$ cat src/rtl/tick_timer_pkg.sv
package tick_timer_pkg;

    // State of the captured match flag
    typedef enum logic {
        PH_COUNTING = 1'b0,
        PH_MATCHED  = 1'b1
    } match_phase_e;

endpackage

$ cat src/rtl/tt_cycle_reg.sv
module tt_cycle_reg #(
    parameter int CNT_W = 8
) (
    input  logic             clk,
    input  logic             rst_n,
    input  logic             wr_en,
    input  logic [CNT_W-1:0] wr_data,
    output logic [CNT_W-1:0] cyc_q
);

    always_ff @(posedge clk) begin
        if (!rst_n) begin
            cyc_q <= '0;
        end else if (wr_en) begin
            cyc_q <= wr_data;
        end
    end

    // no write strobe, no change
    assert_cycle_holds_R2: assert property (@(posedge clk) disable iff (!rst_n)
        !wr_en |=> $stable(cyc_q));

endmodule

$ cat src/rtl/tt_counter.sv
module tt_counter #(
    parameter int CNT_W = 8
) (
    input  logic             clk,
    input  logic             rst_n,
    input  logic             tick_en,
    input  logic             clear,
    output logic [CNT_W-1:0] cnt_q
);

    localparam logic [CNT_W-1:0] ONE = CNT_W'(1);

    always_ff @(posedge clk) begin
        if (!rst_n) begin
            cnt_q <= '0;
        end else if (tick_en) begin
            if (clear) begin
                cnt_q <= '0;
            end else begin
                cnt_q <= cnt_q + ONE;
            end
        end
    end

    // the count moves only on a tick
    assert_count_idle_R3: assert property (@(posedge clk) disable iff (!rst_n)
        !tick_en |=> $stable(cnt_q));

endmodule

$ cat src/rtl/tt_match_fsm.sv
module tt_match_fsm
    import tick_timer_pkg::*;
#(
    parameter int CNT_W = 8
) (
    input  logic             clk,
    input  logic             rst_n,
    input  logic             tick_en,
    input  logic [CNT_W-1:0] cnt,
    input  logic [CNT_W-1:0] cyc,
    output logic             flag,
    output logic             pulse,
    output logic             clear
);

    match_phase_e phase_q, phase_d;
    logic         equal;

    assign equal = (cnt == cyc);

    // Next-state selection
    always_comb begin
        phase_d = phase_q;
        unique case (phase_q)
            PH_COUNTING: if (tick_en && equal) phase_d = PH_MATCHED;
            PH_MATCHED:  if (tick_en) phase_d = equal ? PH_MATCHED : PH_COUNTING;
            default:     phase_d = PH_COUNTING;
        endcase
    end

    // State register
    always_ff @(posedge clk) begin
        if (!rst_n) begin
            phase_q <= PH_COUNTING;
        end else begin
            phase_q <= phase_d;
        end
    end

    // Output register: pulse on the tick whose comparison is equal
    always_ff @(posedge clk) begin
        if (!rst_n) begin
            pulse <= 1'b0;
        end else begin
            pulse <= tick_en && equal;
        end
    end

    assign flag  = (phase_q == PH_MATCHED);
    assign clear = (phase_q == PH_MATCHED);

    // the pulse never lasts two cycles
    assert_pulse_single_R6: assert property (@(posedge clk) disable iff (!rst_n)
        pulse |=> !pulse);

    // a pulse requires a tick on the previous edge
    assert_pulse_needs_tick_R9: assert property (@(posedge clk) disable iff (!rst_n)
        pulse |-> $past(tick_en));

    // the flag level holds between ticks
    assert_flag_level_R7: assert property (@(posedge clk) disable iff (!rst_n)
        !tick_en |=> $stable(flag));

    // a pulse comes with the flag raised
    assert_pulse_with_flag_R6: assert property (@(posedge clk) disable iff (!rst_n)
        pulse |-> flag);

endmodule

$ cat src/rtl/periodic_tick_timer.sv
module periodic_tick_timer #(
    parameter int CNT_W = 8
) (
    input  logic             clk,
    input  logic             rst_n,
    input  logic             wr_en,
    input  logic [CNT_W-1:0] wr_data,
    input  logic             tick_en,
    output logic             irq_flag,
    output logic             irq_pulse
);

    logic [CNT_W-1:0] cyc_q;
    logic [CNT_W-1:0] cnt_q;
    logic             clr;

    tt_cycle_reg #(.CNT_W(CNT_W)) u_cycle (
        .clk     (clk),
        .rst_n   (rst_n),
        .wr_en   (wr_en),
        .wr_data (wr_data),
        .cyc_q   (cyc_q)
    );

    tt_counter #(.CNT_W(CNT_W)) u_count (
        .clk     (clk),
        .rst_n   (rst_n),
        .tick_en (tick_en),
        .clear   (clr),
        .cnt_q   (cnt_q)
    );

    tt_match_fsm #(.CNT_W(CNT_W)) u_fsm (
        .clk     (clk),
        .rst_n   (rst_n),
        .tick_en (tick_en),
        .cnt     (cnt_q),
        .cyc     (cyc_q),
        .flag    (irq_flag),
        .pulse   (irq_pulse),
        .clear   (clr)
    );

    // a tick taken while the flag is set returns the count to zero
    assert_clear_after_match_R4: assert property (@(posedge clk) disable iff (!rst_n)
        (tick_en && irq_flag) |=> (cnt_q == '0));

    // after a matched tick the flag drops on the next tick
    assert_flag_drops_R5: assert property (@(posedge clk) disable iff (!rst_n)
        (tick_en && irq_flag) |=> !irq_flag);

endmodule

$ cat config.mk
export PLATFORM = sky130hd
export DESIGN_NAME = periodic_tick_timer
export DESIGN_NICKNAME = d
export VERILOG_FILES = /design/src/rtl/tick_timer_pkg.sv /design/src/rtl/tt_cycle_reg.sv /design/src/rtl/tt_counter.sv /design/src/rtl/tt_match_fsm.sv /design/src/rtl/periodic_tick_timer.sv
export SDC_FILE = /design/constraint.sdc
export NUM_CORES = 1
export LEC_CHECK = 0
export BUFFER_PORTS_ARGS = -buffer_cell sky130_fd_sc_hd__buf_4
export CAP_MARGIN = 15
export CORE_ASPECT_RATIO = 0.8
export CORE_UTILIZATION = 47
export DETAILED_ROUTE_END_ITERATION = 7
export GPL_ROUTABILITY_DRIVEN = 0
export GPL_TIMING_DRIVEN = 0
export PLACE_DENSITY_LB_ADDON = 0.1
export SLEW_MARGIN = 20
export SYNTH_ARGS = -nofsm -noshare
export SYNTH_HDL_FRONTEND = slang
export SYNTH_SLANG_ARGS = --single-unit
$ cat constraint.sdc
create_clock -name clk -period 1.4 [get_ports clk]
set_clock_uncertainty 0.15 [all_clocks]
set_input_delay 0.28 -clock clk [delete_from_list [all_inputs] [get_ports clk]]
set_output_delay 0.28 -clock clk [all_outputs]
set_load 0.05 [all_outputs]
# Word-level counts from Yosys, hierarchy flattened
# Cells that the tools add are included.
# word_totals
regBits	18
out_inout_bits	2
in_bits	12
# op_classes
n_reduce_logical	1
eq_ne	1
n_mux	5
bitwise	1
add_sub_neg	1
# ops
cell	count
adder 8 x 1 -> 8 bit, second input constant	1
equality test 8 bit	1
2-to-1 mux 8 bit	1
2-to-1 mux 1 bit	3
one-hot mux 1 bit (2 select lines)	1
logical AND 1 bit	1
NOT 1 bit	1

# Logic depth before layout (Yosys ltp)
# Gate-level depths: netlist of the first run.
# depth
word_depth	4
mapped_depth	4

# Cells and area by module
# A second synthesis of the first run with hierarchy kept.
# hier_totals
hier_cells	81
hier_area_um2	818.3
# by_module_without_submodules
mod	cells_each	area_each_um2	instances
tt_counter	39	357.8	1
tt_cycle_reg	25	301.5	1
tt_match_fsm	17	158.9	1

# Worst setup path after synthesis of the first run
# No wires, ideal clock.
# synth_path
path_kind	register -> register
from	reg u_count.cnt_q[0]
to	reg u_count.cnt_q[6]
setup_slack_ns	0.005
setup_ns	0.070
path_buffers	0
path_stages_with_launch	5
arrival_time_ns	1.175
path_cell_list	dfxtp_1 ha_1 nand4_1 or3_1 a21oi_1
# synth_between
elab_chain_cells	2
# synth_rtl
item	line	source
from (decl)	tt_counter.sv:8	output logic [CNT_W-1:0] cnt_q
from (signal assigned)	tt_counter.sv:20	cnt_q <= cnt_q + ONE;
adder 8 x 1 -> 8 bit	tt_counter.sv:20	
2-to-1 mux 8 bit	tt_counter.sv:17	if (clear) begin
# Every way passes these cells.
# A chain may end at the register's enable or synchronous reset.

# Final worst setup path of the first run
# layout_path
from	reg u_count.cnt_q[4]
to	reg u_count.cnt_q[7]
# The elaborated chain is that of the path after synthesis.

==> impl_results.html, run 1 <==
<table>
<tr><th>Metric</th><th>Value</th></tr>
<tr><th colspan="2">Floorplan</th></tr>
<tr><td>Full die area</td><td>roughly 0.0019 mm^2</td></tr>
<tr><td>Starting density of the core</td><td>0.540</td></tr>
<tr><td>Horizontal die dimension</td><td>48.2 um</td></tr>
<tr><td>Area of the placeable core</td><td>between 0.001 and 0.0015 mm^2</td></tr>
<tr><td>Die Y-Extent</td><td>39.0 um</td></tr>
<tr><td>Cell Rows</td><td>12</td></tr>
<tr><td>Number of top-level pins</td><td>14</td></tr>
<tr><th colspan="2">Power and ir drop</th></tr>
<tr><td>P_leak</td><td>0.401 nW</td></tr>
<tr><td>Clock share of power</td><td>0.312</td></tr>
<tr><td>Proportion of total power due to net switching</td><td>0.237</td></tr>
<tr><td>Net switching power figure</td><td>0.238 mW</td></tr>
<tr><td>Part of the power in registers</td><td>0.548</td></tr>
<tr><td>Proportion of power drawn by combinational gates</td><td>0.140</td></tr>
<tr><td>Worst ir drop on vdd</td><td>between 0.6 and 0.7 mV</td></tr>
<tr><td>Areal power density over the cells</td><td>a little under 1000 mW/mm^2</td></tr>
<tr><td>PnR Total Power</td><td>roughly 1 mW</td></tr>
<tr><td>Cell-internal power</td><td>between 0.7 and 0.8 mW</td></tr>
<tr><th colspan="2">Critical path</th></tr>
<tr><td>Worst Setup SP</td><td>u_count.cnt_q[4]</td></tr>
<tr><td>Reg2reg start</td><td>u_count.cnt_q[4]</td></tr>
<tr><td>Largest fanout of any net on the critical path</td><td>4</td></tr>
<tr><td>Critical path required time</td><td>1.49 ns</td></tr>
<tr><td>Worst path arrival time</td><td>1.44 ns</td></tr>
<tr><td>CP Capture Type</td><td>register</td></tr>
<tr><td>Start-to-end type of the worst setup path</td><td>reg -&gt; reg</td></tr>
<tr><td>Crit start category</td><td>register</td></tr>
<tr><th colspan="2">Detailed routing</th></tr>
<tr><td>Overall via count from detail_route</td><td>638</td></tr>
<tr><td>Violation count after the first detailed-routing iteration</td><td>9</td></tr>
<tr><td>DR pass1 iterations</td><td>4</td></tr>
<tr><td>Routed wire length per instance</td><td>around 13 um</td></tr>
<tr><td>Via density per instance</td><td>5.10</td></tr>
<tr><td>Count of antenna-violating nets left after detailed routing</td><td>0</td></tr>
<tr><td>DRC errors left</td><td>0</td></tr>
<tr><td>Routed Wire Length</td><td>1580 um</td></tr>
<tr><th colspan="2">Yosys</th></tr>
<tr><td>Post-synthesis cell count</td><td>82</td></tr>
<tr><td>Top flip-flop cell by instance count after synthesis</td><td>dfxtp_1</td></tr>
<tr><td>EDFF count, synth</td><td>0</td></tr>
<tr><td>Proportion of register bits with asynchronous set or reset after synthesis</td><td>0</td></tr>
<tr><td>Sequential element share of the synthesized area</td><td>0.449</td></tr>
<tr><td>Mapped cell area</td><td>803 um^2</td></tr>
<tr><td>Number of flip-flops and latches in the synthesized netlist</td><td>18</td></tr>
<tr><td>Netlist cell types</td><td>25</td></tr>
<tr><td>Synthesized area divided by synthesized cell count</td><td>9.80 um^2</td></tr>
<tr><td>Warning count from the yosys run</td><td>0</td></tr>
<tr><td>Nets in the synthesized netlist</td><td>95</td></tr>
<tr><th colspan="2">CTS</th></tr>
<tr><td>Max Root-Sink Buffers</td><td>2</td></tr>
<tr><td>Clock tree from TritonCTS</td><td>built</td></tr>
<tr><td>Cts hold-fix bufs</td><td>0</td></tr>
<tr><td>Cts bufs inserted</td><td>3</td></tr>
<tr><td>Number of H-tree levels</td><td>1</td></tr>
<tr><td>Clock Tree Root</td><td>clkbuf_4</td></tr>
<tr><td>Clock-pin slew on the worst setup and hold paths</td><td>~0.1 ns</td></tr>
<tr><td>Total number of clock tree sinks</td><td>18</td></tr>
<tr><td>Insertion delay of the later-clocked pin in the worst-skew pair</td><td>between 0.2 and 0.3 ns</td></tr>
<tr><th colspan="2">Global routing</th></tr>
<tr><td>Layer with the highest usage after global routing</td><td>met2</td></tr>
<tr><td>Grt met2 use</td><td>0.277</td></tr>
<tr><td>GRT Util Overall</td><td>0.186</td></tr>
<tr><td>Grt met3 use</td><td>0.0841</td></tr>
<tr><td>Final global-route overflow total</td><td>0</td></tr>
<tr><td>Pin count of the biggest net entering global routing</td><td>11</td></tr>
<tr><td>Global-route track usage on met1</td><td>0.234</td></tr>
<tr><td>Wire length of the first global-routing pass</td><td>2260 um</td></tr>
<tr><td>Number of antenna violations at the first check in global routing</td><td>0</td></tr>
<tr><td>Via count of the first global-routing pass</td><td>533</td></tr>
<tr><th colspan="2">STA</th></tr>
<tr><td>Final critical-path share of the clock period</td><td>0.970</td></tr>
<tr><td>Slew Viols, Final</td><td>0</td></tr>
<tr><td>Slew at the pin closest to its max-slew limit</td><td>0.356 ns</td></tr>
<tr><td>Relative slew slack</td><td>0.763</td></tr>
<tr><td>Peak Freq</td><td>about 740 MHz</td></tr>
<tr><td>Final worst path period need</td><td>1.36 ns</td></tr>
<tr><td>Final setup vio count</td><td>0</td></tr>
<tr><td>Final Hold Fails</td><td>0</td></tr>
<tr><th colspan="2">Cells and area</th></tr>
<tr><td>Fraction of final layout cells with drive strength greater than 1</td><td>0.337</td></tr>
<tr><td>Number of non-filler instances in the completed layout</td><td>between 100 and 150</td></tr>
<tr><td>Antenna diode count</td><td>0</td></tr>
<tr><td>Final cell area excluding filler cells</td><td>approximately 0.0010 mm^2</td></tr>
<tr><td>Final nets</td><td>118</td></tr>
<tr><td>Synthesis-to-layout area growth</td><td>30.2%</td></tr>
<tr><th colspan="2">Placement</th></tr>
<tr><td>Placed cells</td><td>115</td></tr>
<tr><td>Dpl hpwl</td><td>1070 um</td></tr>
<tr><td>Area of placed instances</td><td>~920 um^2</td></tr>
<tr><td>Number of buffers inserted by port buffering</td><td>12</td></tr>
<tr><th colspan="2">Run status</th></tr>
<tr><td>Status</td><td>complete, no violations</td></tr>
<tr><th colspan="2">Min path</th></tr>
<tr><td>Worst hold path type</td><td>in -&gt; reg</td></tr>
<tr><td>Min-Delay Startpoint</td><td>wr_data[2]</td></tr>
<tr><th colspan="2">Run</th></tr>
<tr><td>Max capacitance violation total</td><td>0</td></tr>
</table>
-- layout by cell type, fill, tap and decap left out --
cell       n
nand3_1    2
nand3_2    2
or4_4      1
o21ai_0    1
nand4_1    3
nor3_1     1
o31ai_1    2
buf_4     17
xor2_1     3
dfxtp_2    1
a21oi_1    2
a21boi_0   1
o21a_1     1
clkbuf_8   1
nor2b_1    9
clkbuf_1   1
nor3b_1    1
clkbuf_4   3
a21oi_2    1
buf_6      1
buf_2      2
or3_1      1
or3_2      1
xnor2_1    8
nor2_1     3
dfxtp_1   13
nand3b_1   2
nand2b_1   1
ha_4       1
nand2_1    5
dfxtp_4    4
o21ai_1    1
mux2i_1    8
-- metal layers --
metal	wire [um]	part of all wire
met5	0	0
met4	0	0
met3	69	0.044
met2	764	0.48
met1	748	0.47
-- power by group through the flow --
stage	Sequential [mW]	Combinational, mW	Clock (mW)
after floorplan	0.572	0.0731	0
after global placement	0.566	0.119	0
after detailed placement	0.566	0.122	0
after CTS	0.554	0.122	0.327
after global routing	0.554	0.153	0.347
final	0.551	0.140	0.313
-- final timing paths --
check	endpoint	slack [ns]	cells past startpoint
worst max register to register	u_count.cnt_q[7]	0.04	3
worst max-delay path	u_count.cnt_q[7]	0.04	3
worst min register to register	u_count.cnt_q[7]	0.37	2
worst min-delay path	u_cycle.cyc_q[2]	0.09	3
-- repair_timing --
item,in CTS,in global routing
buffers inserted,1,5
pin swaps,1,3
resized for setup,7,9
endpoints found under the hold margin,0,0
setup endpoints to repair,3,3
-- cell type report --
cell class	instances	area, um^2
multi-input cells	61	454
fillers	124	440
flip-flops and latches	18	377
repair buffers	18	139
clock buffers	4	36.3
well taps	21	26.3
plain buffers	3	13.8
-- cell usage after synthesis, drive strengths merged, types with 3 or more instances --
library cell	number	area [um^2]
xor2	3	26.3
nor2b	9	56.3
nor2	3	11.3
nand2	5	18.8
dfxtp	18	360
nand3	4	25.0
mux2i	8	80.1
xnor2	8	70.1
nand4	3	18.8
a21oi	3	15.0
-- registers in the layout, indices dropped and copies added (netlist names), named ones only --
name and count:
u_fsm.pulse 1, u_count.cnt_q 8, u_cycle.cyc_q 8
-- cell families (layout without fill, tap and decap cells) --
group	count (synthesis)	in the layout	share of synthesized area
AO/OA/AOI/OAI	9	9	0.0685
AND/OR/NAND/NOR	32	32	0.231
XOR/XNOR	11	11	0.120
multiplexers	8	8	0.0997
adder cells (fa/ha/maj)	1	1	0.0156
flip-flops	18	18	0.449
buffers and inverters	3	25	0.0171
-- critical path, stage by stage (launching register included) --
cell and delay, ns:
dfxtp_2 0.41, nand3_2 0.12, or4_4 0.49, a21oi_2 0.13
-- stage by stage --
stage               setup TNS, ns  hold WS (ns)  utilization  setup slack, ns
global route              -0.0143        0.0866        0.704         -0.00783
detailed placement         -0.198         0.356        0.619           -0.137
finish                          0        0.0893        0.704           0.0422
global placement           -0.129         0.346        0.619          -0.0972
floorplan                       0         0.284            -          0.00491
CTS                             0        0.0799        0.656           0.0217
(Power assumes the default switching activity.)
==> run 2: changes to the inputs <==
--- a/config.mk
+++ b/config.mk
@@ -13,6 +13,7 @@
 export GPL_ROUTABILITY_DRIVEN = 0
 export GPL_TIMING_DRIVEN = 0
 export PLACE_DENSITY_LB_ADDON = 0.1
+export RECOVER_POWER = 25
 export SLEW_MARGIN = 20
 export SYNTH_ARGS = -nofsm -noshare
 export SYNTH_HDL_FRONTEND = slang
==> run 2 against run 1 <==
Global-route usage stayed put. Flip-flop and latch count unchanged. Register-to-register slack is essentially flat. Die area stayed put. Maximum frequency barely moved. Count of clock-buffer cells in the layout is the same. Highest routed layer unchanged. Cell count did not move. Final area is 0.36% lower. Core utilization decreased by 0.25 points.
==> impl_results.html, run 2 (synthesis gave the netlist of run 1 again) <==
<table>
<tr><th>Metric</th><th>Value</th></tr>
<tr><th colspan="2">Run status</th></tr>
<tr><td>Status</td><td>complete, no violations</td></tr>
<tr><th colspan="2">Power and ir drop</th></tr>
<tr><td>Proportion of total power due to net switching</td><td>0.237 (+0.000269)</td></tr>
<tr><td>P_leak</td><td>0.397 nW (-0.90%)</td></tr>
<tr><td>Proportion of power drawn by combinational gates</td><td>0.138 (-0.002)</td></tr>
<tr><td>Net switching power figure</td><td>0.238 mW (about the same)</td></tr>
<tr><td>Cell-internal power</td><td>0.765 mW (-0.16%)</td></tr>
<tr><td>Worst ir drop on vdd</td><td>0.699 mV (about the same)</td></tr>
<tr><td>Clock share of power</td><td>0.312 (about the same)</td></tr>
<tr><td>Areal power density over the cells</td><td>963 mW/mm^2 (+0.23%)</td></tr>
<tr><td>Part of the power in registers</td><td>0.549 (about the same)</td></tr>
<tr><th colspan="2">Floorplan</th></tr>
<tr><td>Number of top-level pins</td><td>14 (unchanged)</td></tr>
<tr><td>Area of the placeable core</td><td>0.00149 mm^2 (unchanged)</td></tr>
<tr><td>Full die area</td><td>0.00188 mm^2 (unchanged)</td></tr>
<tr><td>Horizontal die dimension</td><td>48.2 um (unchanged)</td></tr>
<tr><td>Starting density of the core</td><td>0.540 (unchanged)</td></tr>
<tr><td>Cell Rows</td><td>12 (unchanged)</td></tr>
<tr><td>Die Y-Extent</td><td>39.0 um (unchanged)</td></tr>
<tr><th colspan="2">Critical path</th></tr>
<tr><td>CP Buf/Inv Count</td><td>0 (unchanged)</td></tr>
<tr><td>R2R cell count</td><td>3 (unchanged)</td></tr>
<tr><td>Worst path top cell family by delay</td><td>simple AND/OR/NAND/NOR gates</td></tr>
<tr><td>Critical path required time</td><td>1.48 ns (about the same)</td></tr>
<tr><td>Largest fanout of any net on the critical path</td><td>4 (unchanged)</td></tr>
<tr><td>Path length in cells of the critical path</td><td>3 (unchanged)</td></tr>
<tr><td>Worst path cell trace</td><td>nand3_2, or4_4, a21oi_2</td></tr>
<tr><td>Worst path arrival time</td><td>1.44 ns (about the same)</td></tr>
<tr><td>Largest stage delay on the critical path</td><td>0.49 ns (about the same)</td></tr>
<tr><td>Start-to-end type of the worst setup path</td><td>reg -&gt; reg</td></tr>
<tr><td>CP Capture Type</td><td>register</td></tr>
<tr><td>Worst-path cell with the longest stage delay</td><td>or4_4</td></tr>
<tr><td>Crit start category</td><td>register</td></tr>
<tr><th colspan="2">STA</th></tr>
<tr><td>Post-Route Hold Slack</td><td>0.0893 ns (unchanged)</td></tr>
<tr><td>Relative slew slack</td><td>0.763 (about the same)</td></tr>
<tr><td>Peak Freq</td><td>736 MHz (about the same)</td></tr>
<tr><td>Slew Viols, Final</td><td>0 (unchanged)</td></tr>
<tr><td>Final critical-path share of the clock period</td><td>0.970 (about the same)</td></tr>
<tr><td>Final Hold Fails</td><td>0 (unchanged)</td></tr>
<tr><td>Slew at the pin closest to its max-slew limit</td><td>0.356 ns (+0.0000618 ns)</td></tr>
<tr><td>Final worst path period need</td><td>1.36 ns (+0.000158 ns)</td></tr>
<tr><td>Total Negative Setup Slacks</td><td>0 ns (unchanged)</td></tr>
<tr><td>Final setup vio count</td><td>0 (unchanged)</td></tr>
<tr><th colspan="2">Cells and area</th></tr>
<tr><td>Antenna diode count</td><td>0 (unchanged)</td></tr>
<tr><td>Area of the multi-input gates</td><td>454 um^2 (unchanged)</td></tr>
<tr><td>Layout filler cell count</td><td>126 (+1.6%)</td></tr>
<tr><td>Most frequent standard cell in the layout excluding fill and tap cells</td><td>buf_4</td></tr>
<tr><td>Registers with the most flip-flops</td><td>u_count.cnt_q (8), u_cycle.cyc_q (8), u_fsm.pulse (1)</td></tr>
<tr><td>Number of non-filler instances in the completed layout</td><td>125 (unchanged)</td></tr>
<tr><td>Footprint of the flip-flops and latches</td><td>377 um^2 (unchanged)</td></tr>
<tr><td>Fraction of final layout cells with drive strength greater than 1</td><td>0.327 (-0.00962)</td></tr>
<tr><td>Final cell area excluding filler cells</td><td>0.00104 mm^2 (-0.36%)</td></tr>
<tr><td>End-of-flow core utilization</td><td>0.701 (-0.00253)</td></tr>
<tr><td>Final nets</td><td>118 (unchanged)</td></tr>
<tr><td>Synthesis-to-layout area growth</td><td>29.8%</td></tr>
<tr><td>Most used cells in the layout excluding fill and tap cells</td><td>buf_4, dfxtp_1, nor2b_1</td></tr>
<tr><th colspan="2">Run</th></tr>
<tr><td>Max capacitance violation total</td><td>0 (unchanged)</td></tr>
<tr><th colspan="2">CTS</th></tr>
<tr><td>Clock tree from TritonCTS</td><td>built</td></tr>
<tr><td>Number of H-tree levels</td><td>1 (unchanged)</td></tr>
<tr><td>Insertion delay of the later-clocked pin in the worst-skew pair</td><td>0.29 ns (about the same)</td></tr>
<tr><td>Clock Tree Root</td><td>clkbuf_4</td></tr>
<tr><td>Clock-pin slew on the worst setup and hold paths</td><td>0.10 ns (about the same)</td></tr>
<tr><td>Max Root-Sink Buffers</td><td>2 (unchanged)</td></tr>
<tr><td>Total number of clock tree sinks</td><td>18 (unchanged)</td></tr>
<tr><td>Cts bufs inserted</td><td>3 (unchanged)</td></tr>
<tr><th colspan="2">Detailed routing</th></tr>
<tr><td>Routed Wire Length</td><td>1580 um (about the same)</td></tr>
<tr><td>Routed wire length per instance</td><td>12.7 um (about the same)</td></tr>
<tr><td>DRC errors left</td><td>0 (unchanged)</td></tr>
<tr><td>DR pass1 iterations</td><td>4 (unchanged)</td></tr>
<tr><td>Via density per instance</td><td>5.10 (unchanged)</td></tr>
<tr><td>Count of antenna-violating nets left after detailed routing</td><td>0 (unchanged)</td></tr>
<tr><td>Overall via count from detail_route</td><td>638 (unchanged)</td></tr>
<tr><td>Violation count after the first detailed-routing iteration</td><td>9 (unchanged)</td></tr>
<tr><th colspan="2">Global routing</th></tr>
<tr><td>Wire length of the first global-routing pass</td><td>2260 um (unchanged)</td></tr>
<tr><td>Number of antenna violations at the first check in global routing</td><td>0 (unchanged)</td></tr>
<tr><td>GRT Util Overall</td><td>0.186 (unchanged)</td></tr>
<tr><td>Pin count of the biggest net entering global routing</td><td>11 (unchanged)</td></tr>
<tr><td>Via count of the first global-routing pass</td><td>533 (unchanged)</td></tr>
<tr><td>Final global-route overflow total</td><td>0 (unchanged)</td></tr>
<tr><th colspan="2">Placement</th></tr>
<tr><td>Dpl hpwl</td><td>1070 um (unchanged)</td></tr>
<tr><td>Placed cells</td><td>115 (unchanged)</td></tr>
<tr><td>Number of buffers inserted by port buffering</td><td>12 (unchanged)</td></tr>
<tr><td>Area of placed instances</td><td>920 um^2 (unchanged)</td></tr>
<tr><th colspan="2">Min path</th></tr>
<tr><td>Worst Hold Path Cells</td><td>3 (unchanged)</td></tr>
<tr><td>Worst hold path type</td><td>in -&gt; reg</td></tr>
</table>
==> run 2: worst paths after layout <==
| check | start | end | slack, ns |
|---|---|---|---|
| max | u_count.cnt_q[4] | u_count.cnt_q[7] | 0.04 |
| min | wr_data[2] | u_cycle.cyc_q[2] | 0.09 |
| max reg2reg | u_count.cnt_q[4] | u_count.cnt_q[7] | 0.04 |
| min reg2reg | u_count.cnt_q[7] | u_count.cnt_q[7] | 0.37 |
==> run 2: per-stage QoR <==
step                setup WS [ns]  power, mW
global route             -0.00783       1.05
floorplan                 0.00491      0.645
detailed placement         -0.137      0.689
global placement          -0.0972      0.685
finish                     0.0420       1.00
CTS                        0.0217       1.00
==> run 2: final cells by class <==
type,count,area share
Clock buffer,4,0.0348
Buffer,3,0.0132
Multi-Input combinational cell,61,0.436
Timing Repair Buffer,18,0.130
Sequential cell,18,0.361
Tap cell,21,0.0252
==> run 2: power by group through the flow <==
stage	clock network [mW]	logic, mW	registers [mW]
after floorplan	0	0.0731	0.572
after global placement	0	0.119	0.566
after detailed placement	0	0.122	0.566
after CTS	0.327	0.122	0.554
after global routing	0.347	0.152	0.554
final	0.313	0.139	0.551
==> run 2: routing by layer <==
| layer | vias to the layer above | share of wire | GRT usage |
|---|---|---|---|
| met1 | 293 | 0.47 | 0.234 |
| met4 | 0 | 0 | 0.0625 |
| li1 | 327 | - | - |
| met3 | 0 | 0.044 | 0.0841 |
| met2 | 18 | 0.48 | 0.277 |
| met5 | - | 0 | 0 |
==> run 2: worst reg2reg max path: cells and delay by family (launching register included) <==
family,cells,cell delay (ns)
AOI/OAI and AO/OA,1,0.13
DFF,1,0.41
and+or+nand+nor,2,0.62
==> run 2: timing repair <==
action	4_1_cts	5_1_grt
hold buffers	0	0
pin swaps	1	3
resized for setup	7	9
endpoints found under the setup margin	3	3
setup buffers	1	5
==> run 3: changes to the inputs <==
--- a/config.mk
+++ b/config.mk
@@ -5,10 +5,11 @@
 export SDC_FILE = /design/constraint.sdc
 export NUM_CORES = 1
 export LEC_CHECK = 0
+export ABC_AREA = 1
 export BUFFER_PORTS_ARGS = -buffer_cell sky130_fd_sc_hd__buf_4
 export CAP_MARGIN = 15
 export CORE_ASPECT_RATIO = 0.8
-export CORE_UTILIZATION = 47
+export CORE_UTILIZATION = 48
 export DETAILED_ROUTE_END_ITERATION = 7
 export GPL_ROUTABILITY_DRIVEN = 0
 export GPL_TIMING_DRIVEN = 0
==> run 3 against run 2 <==
Die area up 4.6%. Maximum frequency shrank 1.6%. Global-route usage up 2.3 points. Sequential share of layout area decreased by 1.2 points. Routed wire length increased by 14%. Critical path depth decreased by 2. Largest cell class unchanged. Combinational power shrank 5%. First-iteration DRC count up 44%. Area after synthesis up 7.0%.
==> impl_results.html, run 3 <==
<table>
<tr><th>Metric</th><th>Value</th></tr>
<tr><th colspan="2">Run status</th></tr>
<tr><td>Status</td><td>complete, no violations</td></tr>
<tr><th colspan="2">Cells and area</th></tr>
<tr><td>Final nets</td><td>156 (+32%)</td></tr>
<tr><td>Most used cells in the layout excluding fill and tap cells</td><td>nand2_1, inv_1, nor2_1</td></tr>
<tr><td>Final cell area excluding filler cells</td><td>0.00106 mm^2 (+1.3%)</td></tr>
<tr><td>Registers with the most flip-flops</td><td>u_count.cnt_q (8), u_cycle.cyc_q (8), u_fsm.pulse (1)</td></tr>
<tr><td>Fraction of final layout cells with drive strength greater than 1</td><td>0.211 (-0.116)</td></tr>
<tr><td>Synthesis-to-layout area growth</td><td>22.9%</td></tr>
<tr><td>Antenna diode count</td><td>0 (unchanged)</td></tr>
<tr><td>Most frequent standard cell in the layout excluding fill and tap cells</td><td>nand2_1</td></tr>
<tr><th colspan="2">Yosys</th></tr>
<tr><td>Mapped cell area</td><td>860 um^2 (+7.0%)</td></tr>
<tr><td>Netlist cell types</td><td>22 (-12%)</td></tr>
<tr><td>Number of flip-flops and latches in the synthesized netlist</td><td>18 (unchanged)</td></tr>
<tr><td>Main area contributors after synthesis</td><td>dfxtp_1, nand2_1, inv_1</td></tr>
<tr><td>Sequential element share of the synthesized area</td><td>0.419 (-0.0294)</td></tr>
<tr><td>Most common library cells after synthesis</td><td>nand2_1, inv_1, dfxtp_1, nor2_1, a21oi_1</td></tr>
<tr><td>Proportion of register bits with asynchronous set or reset after synthesis</td><td>0 (unchanged)</td></tr>
<tr><td>Synthesized area divided by synthesized cell count</td><td>6.93 um^2 (-29%)</td></tr>
<tr><td>EDFF count, synth</td><td>0 (unchanged)</td></tr>
<tr><td>Area fraction of the dominant cell type after synthesis</td><td>0.419 (-0.0294)</td></tr>
<tr><td>Top flip-flop cell by instance count after synthesis</td><td>dfxtp_1</td></tr>
<tr><td>Post-synthesis cell count</td><td>124 (+51%)</td></tr>
<tr><td>Cell type with the largest total area after synthesis</td><td>dfxtp_1</td></tr>
<tr><td>Top-count cell post-synth</td><td>nand2_1</td></tr>
<tr><td>Warning count from the yosys run</td><td>0 (unchanged)</td></tr>
<tr><td>Nets in the synthesized netlist</td><td>137 (+44%)</td></tr>
<tr><th colspan="2">Floorplan</th></tr>
<tr><td>Full die area</td><td>0.00197 mm^2 (+4.6%)</td></tr>
<tr><td>Number of top-level pins</td><td>14 (unchanged)</td></tr>
<tr><td>Die Y-Extent</td><td>39.9 um (+2.2%)</td></tr>
<tr><td>Starting density of the core</td><td>0.518 (-0.0223)</td></tr>
<tr><td>Area of the placeable core</td><td>0.00166 mm^2 (+12%)</td></tr>
<tr><td>Horizontal die dimension</td><td>49.3 um (+2.3%)</td></tr>
<tr><td>Cell Rows</td><td>13 (+1)</td></tr>
<tr><th colspan="2">Critical path</th></tr>
<tr><td>Worst path top cell family by delay</td><td>flip-flops</td></tr>
<tr><td>Critical path required time</td><td>0.97 ns (-0.51 ns)</td></tr>
<tr><td>Worst path arrival time</td><td>0.95 ns (-0.49 ns)</td></tr>
<tr><td>Start-to-end type of the worst setup path</td><td>reg -&gt; out</td></tr>
<tr><td>CP Capture Type</td><td>output port</td></tr>
<tr><td>Reg2reg start</td><td>u_count.cnt_q[0]</td></tr>
<tr><td>End of the worst register-to-register path</td><td>u_count.cnt_q[6]</td></tr>
<tr><td>Worst path cell trace</td><td>buf_4</td></tr>
<tr><td>Largest fanout of any net on the critical path</td><td>4 (unchanged)</td></tr>
<tr><td>Crit start category</td><td>register</td></tr>
<tr><td>R2R cell count</td><td>6 (+3)</td></tr>
<tr><td>Worst setup slack for register-to-register paths</td><td>0.09 ns (+0.05 ns)</td></tr>
<tr><td>Worst-path cell with the longest stage delay</td><td>dfxtp_1</td></tr>
<tr><td>Largest stage delay on the critical path</td><td>0.42 ns (-0.07 ns)</td></tr>
<tr><td>CP Buf/Inv Count</td><td>1 (+1)</td></tr>
<tr><th colspan="2">Global routing</th></tr>
<tr><td>GRT Util Overall</td><td>0.209 (+0.0226)</td></tr>
<tr><td>Pin count of the biggest net entering global routing</td><td>11 (unchanged)</td></tr>
<tr><td>Final global-route overflow total</td><td>0 (unchanged)</td></tr>
<tr><td>Wire length of the first global-routing pass</td><td>2960 um (+31%)</td></tr>
<tr><td>Number of antenna violations at the first check in global routing</td><td>0 (unchanged)</td></tr>
<tr><td>Via count of the first global-routing pass</td><td>688 (+29%)</td></tr>
<tr><th colspan="2">Power and ir drop</th></tr>
<tr><td>Worst ir drop on vdd</td><td>0.728 mV (+4.1%)</td></tr>
<tr><td>P_leak</td><td>0.479 nW (+21%)</td></tr>
<tr><td>Areal power density over the cells</td><td>947 mW/mm^2 (-1.6%)</td></tr>
<tr><th colspan="2">Detailed routing</th></tr>
<tr><td>Count of antenna-violating nets left after detailed routing</td><td>0 (unchanged)</td></tr>
<tr><td>DR pass1 iterations</td><td>4 (unchanged)</td></tr>
<tr><td>Via density per instance</td><td>4.95 (-3.0%)</td></tr>
<tr><td>Routed wire length per instance</td><td>11.0 um (-13%)</td></tr>
<tr><td>Violation count after the first detailed-routing iteration</td><td>13 (+4)</td></tr>
<tr><td>Overall via count from detail_route</td><td>812 (+27%)</td></tr>
<tr><td>Routed Wire Length</td><td>1800 um (+14%)</td></tr>
<tr><td>DRC errors left</td><td>0 (unchanged)</td></tr>
<tr><th colspan="2">CTS</th></tr>
<tr><td>Max Root-Sink Buffers</td><td>2 (unchanged)</td></tr>
<tr><td>Clock-pin slew on the worst setup and hold paths</td><td>0.10 ns (about the same)</td></tr>
<tr><td>Cts bufs inserted</td><td>3 (unchanged)</td></tr>
<tr><td>Clock tree from TritonCTS</td><td>built</td></tr>
<tr><td>Clock Tree Root</td><td>clkbuf_4</td></tr>
<tr><td>Insertion delay of the later-clocked pin in the worst-skew pair</td><td>0.29 ns (about the same)</td></tr>
<tr><td>Number of H-tree levels</td><td>1 (unchanged)</td></tr>
<tr><td>Total number of clock tree sinks</td><td>18 (unchanged)</td></tr>
<tr><th colspan="2">STA</th></tr>
<tr><td>Final worst path period need</td><td>1.38 ns (+0.0219 ns)</td></tr>
<tr><td>Relative slew slack</td><td>0.743 (-0.0200)</td></tr>
<tr><td>Peak Freq</td><td>725 MHz (-1.6%)</td></tr>
<tr><td>Slew Viols, Final</td><td>0 (unchanged)</td></tr>
<tr><td>Final Hold Fails</td><td>0 (unchanged)</td></tr>
<tr><td>Total Negative Setup Slacks</td><td>0 ns (unchanged)</td></tr>
<tr><td>Final setup vio count</td><td>0 (unchanged)</td></tr>
<tr><td>Final critical-path share of the clock period</td><td>0.986 (+0.0156)</td></tr>
<tr><td>Slew at the pin closest to its max-slew limit</td><td>0.386 ns (+0.0300 ns)</td></tr>
<tr><th colspan="2">Min path</th></tr>
<tr><td>Min-Delay Endpoint</td><td>u_cycle.cyc_q[4]</td></tr>
<tr><td>Min-Delay Startpoint</td><td>wr_data[4]</td></tr>
<tr><td>Worst Hold Path Cells</td><td>3 (unchanged)</td></tr>
<tr><td>Worst hold path type</td><td>in -&gt; reg</td></tr>
<tr><th colspan="2">Placement</th></tr>
<tr><td>Dpl hpwl</td><td>1340 um (+25%)</td></tr>
<tr><td>Area of placed instances</td><td>977 um^2 (+6.3%)</td></tr>
<tr><td>Number of buffers inserted by port buffering</td><td>12 (unchanged)</td></tr>
<tr><th colspan="2">Run</th></tr>
<tr><td>Max capacitance violation total</td><td>0 (unchanged)</td></tr>
</table>
## run 3: repair_timing
action / in CTS / in global routing
resized for setup: 3 / 7
pin swaps: 0 / 2
buffers inserted: 0 / 2
setup endpoints to repair: 1 / 1
hold buffers: 0 / 0
## run 3: how the worst max path moves through the flow
stage                        to  slack (ns)  depth (start not counted)
6_report               irq_flag        0.02                          1
3_5_place_dp   u_count.cnt_q[6]       -0.09                          6
4_1_cts        u_count.cnt_q[6]        0.02                          6
5_1_grt                irq_flag       -0.02                          1
2_1_floorplan  u_count.cnt_q[6]        0.14                          6
3_3_place_gp   u_count.cnt_q[6]       -0.01                          6
## run 3: through the flow
stage                     hold WS [ns]   util  power [mW]  setup slack, ns  cells
after floorplan                  0.265      -       0.642            0.136    124
after global placement           0.313  0.589       0.681          -0.0104    158
after detailed placement         0.318  0.589       0.686          -0.0920    158
after CTS                       0.0568  0.614        1.00           0.0186    162
after global routing            0.0694  0.637        1.06          -0.0205    164
final                           0.0551  0.637        1.00           0.0202    164
## run 3: logic make-up (layout without fill, tap and decap cells)
family	Yosys count	after routing	synth area share
xor+xnor	2	2	0.0204
simple gates	55	55	0.282
compound gates	24	24	0.147
flops	18	18	0.419
fa+ha+maj	1	1	0.0146
buf+inv	24	42	0.116
## run 3: final cells by class
type / instances / area [um^2]
inverters: 20 / 75.1
multi-input cells: 82 / 423
flip-flops and latches: 18 / 369
fillers: 156 / 603
clock buffers: 4 / 36.3
plain buffers: 4 / 23.8
well taps: 22 / 27.5
repair buffers: 14 / 101
## run 3: layer usage
metal  vias up  wire [um]  global-route usage
met4         0         13              0.0662
met5         -          0                   0
met1       364        819               0.251
li1        426          -                   -
met3         2         70              0.0581
met2        20        901               0.366
## run 3: power by group
group          internal, mW  total, mW  switching, mW
Sequential            0.535      0.550         0.0150
Combinational        0.0598      0.132         0.0721
Clock                 0.158      0.319          0.160
